<file path="src/rtl/mbx_pkg.sv">
package mbx_pkg;

  localparam int unsigned MBX_CALC_W = 32;

  // mailbox index 0 is the top address, index 1 the one below it
  function automatic logic [MBX_CALC_W-1:0] box_addr(input int unsigned aw, input int unsigned idx);
    logic [MBX_CALC_W-1:0] top;
    top = (MBX_CALC_W'(1) << aw) - MBX_CALC_W'(1);
    return top - MBX_CALC_W'(idx);
  endfunction

  function automatic logic is_wr(input logic cs_n, input logic rw_n);
    return !cs_n && !rw_n;
  endfunction

  function automatic logic is_rd(input logic cs_n, input logic rw_n, input logic oe_n);
    return !cs_n && rw_n && !oe_n;
  endfunction

endpackage

</file>
<file path="src/rtl/mbx_port_decode.sv">
module mbx_port_decode #(
  parameter int unsigned ADDR_W  = 11,
  parameter int unsigned OUT_IDX = 0
) (
  input  logic              cs_n,
  input  logic              rw_n,
  input  logic              oe_n,
  input  logic [ADDR_W-1:0] addr,
  output logic              post_evt,
  output logic              take_evt
);
  localparam int unsigned IN_IDX = 1 - OUT_IDX;
  localparam logic [ADDR_W-1:0] OUT_A = ADDR_W'(mbx_pkg::box_addr(ADDR_W, OUT_IDX));
  localparam logic [ADDR_W-1:0] IN_A  = ADDR_W'(mbx_pkg::box_addr(ADDR_W, IN_IDX));

  logic wr_q, rd_q;

  always_comb begin
    wr_q     = mbx_pkg::is_wr(cs_n, rw_n);
    rd_q     = mbx_pkg::is_rd(cs_n, rw_n, oe_n);
    post_evt = wr_q && (addr == OUT_A);
    take_evt = rd_q && (addr == IN_A);
  end

  always_comb begin
    AST_EVT_EXCL: assert (!(post_evt && take_evt));
  end
endmodule

</file>
<file path="src/rtl/mbx_flag.sv">
module mbx_flag (
  input  logic clk,
  input  logic rst_n,
  input  logic set_evt,
  input  logic clr_evt,
  output logic flag
);
  always_ff @(posedge clk) begin
    if (!rst_n)       flag <= 1'b0;
    else if (set_evt) flag <= 1'b1;
    else if (clr_evt) flag <= 1'b0;
  end

  AST_FLAG_RST:  assert property (@(posedge clk) !rst_n |=> !flag);
  AST_SET_WINS:  assert property (@(posedge clk) disable iff (!rst_n) set_evt |=> flag);
  AST_CLR_TAKES: assert property (@(posedge clk) disable iff (!rst_n) (clr_evt && !set_evt) |=> !flag);
  AST_HOLD:      assert property (@(posedge clk) disable iff (!rst_n) (!set_evt && !clr_evt) |=> $stable(flag));
endmodule

</file>
<file path="src/rtl/mbx_irq_flags.sv">
module mbx_irq_flags #(
  parameter int unsigned ADDR_W = 11
) (
  input  logic              clk,
  input  logic              rst_n,
  input  logic              l_cs_n,
  input  logic              l_rw_n,
  input  logic              l_oe_n,
  input  logic [ADDR_W-1:0] l_addr,
  input  logic              r_cs_n,
  input  logic              r_rw_n,
  input  logic              r_oe_n,
  input  logic [ADDR_W-1:0] r_addr,
  output logic              irq_l_n,
  output logic              irq_r_n
);
  localparam int unsigned NPORT = 2;
  localparam logic [ADDR_W-1:0] TOP_A = ADDR_W'(mbx_pkg::box_addr(ADDR_W, 0));
  localparam logic [ADDR_W-1:0] NXT_A = ADDR_W'(mbx_pkg::box_addr(ADDR_W, 1));

  logic [NPORT-1:0] cs_n_v, rw_n_v, oe_n_v;
  logic [ADDR_W-1:0] addr_v [NPORT];
  logic [NPORT-1:0] post_evt, take_evt, flag;

  assign cs_n_v    = {r_cs_n, l_cs_n};
  assign rw_n_v    = {r_rw_n, l_rw_n};
  assign oe_n_v    = {r_oe_n, l_oe_n};
  assign addr_v[0] = l_addr;
  assign addr_v[1] = r_addr;

  // port k posts into mailbox k; flag k belongs to port k and is fed by mailbox 1-k
  for (genvar k = 0; k < NPORT; k++) begin : g_port
    mbx_port_decode #(.ADDR_W(ADDR_W), .OUT_IDX(k)) u_dec (
      .cs_n     (cs_n_v[k]),
      .rw_n     (rw_n_v[k]),
      .oe_n     (oe_n_v[k]),
      .addr     (addr_v[k]),
      .post_evt (post_evt[k]),
      .take_evt (take_evt[k])
    );
    mbx_flag u_flag (
      .clk     (clk),
      .rst_n   (rst_n),
      .set_evt (post_evt[NPORT-1-k]),
      .clr_evt (take_evt[k]),
      .flag    (flag[k])
    );
  end

  assign irq_l_n = ~flag[0];
  assign irq_r_n = ~flag[1];

  AST_RST_HIGH: assert property (@(posedge clk) !rst_n |=> (irq_l_n && irq_r_n));
  AST_R_SET_SRC: assert property (@(posedge clk) disable iff (!rst_n)
    $fell(irq_r_n) |-> $past(!l_cs_n && !l_rw_n && l_addr == TOP_A));
  AST_R_CLR_SRC: assert property (@(posedge clk) disable iff (!rst_n)
    ($rose(irq_r_n) && $past(rst_n)) |-> $past(!r_cs_n && r_rw_n && !r_oe_n && r_addr == TOP_A));
  AST_L_SET_SRC: assert property (@(posedge clk) disable iff (!rst_n)
    $fell(irq_l_n) |-> $past(!r_cs_n && !r_rw_n && r_addr == NXT_A));
  AST_L_CLR_SRC: assert property (@(posedge clk) disable iff (!rst_n)
    ($rose(irq_l_n) && $past(rst_n)) |-> $past(!l_cs_n && l_rw_n && !l_oe_n && l_addr == NXT_A));
endmodule

</file>
<file path="config.mk">
export PLATFORM = sky130hd
export DESIGN_NAME = mbx_irq_flags
export DESIGN_NICKNAME = d
export VERILOG_FILES = /design/src/rtl/mbx_pkg.sv /design/src/rtl/mbx_port_decode.sv /design/src/rtl/mbx_flag.sv /design/src/rtl/mbx_irq_flags.sv
export SDC_FILE = /design/constraint.sdc
export NUM_CORES = 1
export LEC_CHECK = 0
export ABC_CLOCK_PERIOD_IN_PS = 1800
export BUFFER_PORTS_ARGS = -buffer_cell sky130_fd_sc_hd__buf_2
export CAP_MARGIN = 10
export CORE_AREA = 2 2 39 41
export CTS_CLUSTER_SIZE = 16
export DETAILED_ROUTE_END_ITERATION = 6
export DIE_AREA = 0 0 41 43
export GPL_TIMING_DRIVEN = 0
export PLACE_DENSITY = 0.46
export SLEW_MARGIN = 15
export SYNTH_ARGS = -nofsm -noshare
export SYNTH_HDL_FRONTEND = slang
export SYNTH_SLANG_ARGS = --single-unit
</file>
<file path="constraint.sdc">
create_clock -name clk -period 1.8 [get_ports clk]
set_input_delay 0.09 -clock clk [delete_from_list [all_inputs] [get_ports clk]]
set_output_delay 0.09 -clock clk [all_outputs]
set_load 0.03 [all_outputs]
</file>
==> run_results.csv <==
group,metric,value,unit
outcome,status,"complete, no violations",
sta,slew_headroom,78.3,%
global_route,met3_usage,4.71,%
floorplan,start_util,11.8,%
global_route,grt-busiest-layer,"met2",
floorplan,die_area,1760,sq um
route,ant_nets,0,
route,drt_pass1_iterations,2,
worst_setup_path,cp-start-kind,"flop",
global_route,grt_antenna_before_repair,0,
cells_and_area,regMostFlops,"g_port.u_flag.flag",
cells_and_area,nets,89,
logic_synthesis,synth.top_cell.area_share,24.6,%
global_route,grt_pass1_wl,897,um
cts,cts-root-buf,"clkbuf_4",
worst_setup_path,cp.arrival,750,ps
cells_and_area,mostFrequentLayoutCell,"buf_2",
floorplan,dieHeight,43,um
route,drtIter0Drc,2,
cts,hold_buffers,0,
logic_synthesis,syn_avg_cell_area,7.07,sq um
logic_synthesis,ys_ff_latch,2,
global_route,grt_pass1_vias,267,
sta,finalSetupViolCount,0,
route,drc,0,
sta,rsz0062_at_grt,"no",
cts,insertion_delay,220,ps
logic_synthesis,synthCells,23,
cells_and_area,area_growth,122,%
job,max-cap-violations,0,
cts,clk_pin_slew,30,ps
floorplan,core-area,1380,sq um
cells_and_area,antenna_cells,0,
cts,cts_buffer_depth,2,
cells_and_area,final_layout_size_suffix_gt1_share,61.4,%
logic_synthesis,yosysSeqAreaShare,24.6,%
floorplan,die_w,41,um
cts,cts_buffers,3,
cts,htree_levels,1,
route,wire_per_inst,7.93,um
cts,cts.sinks,2,
logic_synthesis,synth_fp_nets,53,
placement,routabilityCongestion,0.612,
sta,post-route-period-util,46.7,%
worst_setup_path,critPathKind,"flop to primary output",
worst_setup_path,r2r-start,"g_port[1].u_flag.flag",
cells_and_area,final_cell_mix,"31 x buf_2, 4 x nand2_1, 3 x clkbuf_4",
sta,fin_crit,840,ps
min_path,hp-start,"l_rw_n",
sta,timing.final.hold_violations,0,
placement,dp.final_hpwl,528,um
logic_synthesis,ys.warnings.count,0,
placement,dp.cells,70,
sta,final_max_slew_viol_count,0,
sta,clock.fmax,1190,MHz
route,route.vias.total,297,
global_route,met2_usage,11.3,%
logic_synthesis,ys_types,13,
sta,clock_skew,0,ps
power_and_ir_drop,p_per_area,512,nW/um^2
sta,setup_tns,0,ps
worst_setup_path,crit_required,1710,ps
cts,ctsResizeCount,0,
min_path,hold_path_class,"input port to flop",
cts,cts_tree,"built",
cts,post_cts_buffers,0,
cells_and_area,top_regs,"g_port.u_flag.flag: 2 flops",
logic_synthesis,synthesis.area,163,sq um
worst_setup_path,crit_fanout,2,
power_and_ir_drop,ir_worst_vdd,0.310,mV
worst_setup_path,end_kind,"primary output",
floorplan,rows,14,
logic_synthesis,ys_top_cells_by_area,"dfxtp_1 25%, nand4b_1 11%, nand2_1 9.2%",
global_route,grt_max_degree,5,
global_route,grt-ovfl-total,0,
sta,tightest_slew,322,ps
route,drt_wl_total,579,um
global_route,use_met1,8.28,%
power_and_ir_drop,leakage,0.000167,uW
cells_and_area,largest_reg_flops,2,
worst_setup_path,crit_start,"g_port[1].u_flag.flag",
power_and_ir_drop,p_total,185,uW
floorplan,io_pins,32,
route,vias_per_cell,4.07,
logic_synthesis,synth_top_area_cell,"dfxtp_1",
placement,port_buffers,31,
global_route,grtUsageTotal,7.71,%
cells_and_area,fin_cells,73,
[worst paths after layout]
kind | slack, ps | to | cells after the start
hold / removal | 70 | g_port[1].u_flag.flag | 2
setup / recovery | 960 | irq_r_n | 2
setup reg to reg | 1240 | g_port[1].u_flag.flag | 2
hold reg to reg | 470 | g_port[1].u_flag.flag | 2
[critical path, cell delays in order (launching register included)]
cell	delay, ps
dfxtp_1	300
inv_1	40
buf_2	180
[cell families after synthesis]
kind of cell | after synthesis | synth area share, %
buffers and inverters | 2 | 4.62
AO/OA/AOI/OAI | 2 | 9.23
flip-flops | 2 | 24.6
AND/OR/NAND/NOR | 17 | 61.5
[synthesized netlist by cell type]
| master | number |
|---|---|
| nand2_1 | 4 |
| dfxtp_1 | 2 |
| inv_1 | 2 |
| nand3_1 | 2 |
| nand4_1 | 2 |
| nand4b_1 | 2 |
| nor4_1 | 2 |
| or3_1 | 2 |
| nand3b_1 | 1 |
| nor2_1 | 1 |
| o22ai_1 | 1 |
| o32ai_1 | 1 |
| or3b_2 | 1 |
[report_power, final]
part / internal, uW / switching [uW]
combinational: 25.9 / 12.4
clock: 73.7 / 27.8
sequential: 44.7 / 0.00401
total: 144 / 40.2
[routing by layer]
metal	vias to the layer above	wire length (um)
li1	159	-
met1	115	235
met2	23	247
met3	0	96
met4	0	0
met5	-	0
[layout make-up]
type	count	area [sq um]
fill	161	1020
timing repair buffer	31	155
multi-input combinational	19	115
sequential	2	40.0
clock buffer	3	22.5
tap	16	20.0
inverter	2	7.51
[metrics by stage]
| step | hold slack, ps | util (%) | worst slack [ps] | cell area [sq um] |
|---|---|---|---|---|
| 2_1_floorplan | 207 | - | 890 | 163 |
| 3_3_place_gp | 316 | 24.4 | 709 | 338 |
| 3_5_place_dp | 314 | 24.4 | 695 | 338 |
| 4_1_cts | 71.7 | 26.0 | 934 | 360 |
| 5_1_grt | 85.2 | 26.0 | 892 | 360 |
| 6_report | 72.2 | 26.0 | 960 | 360 |
No activity file was read; power rests on OpenSTA's default activity.
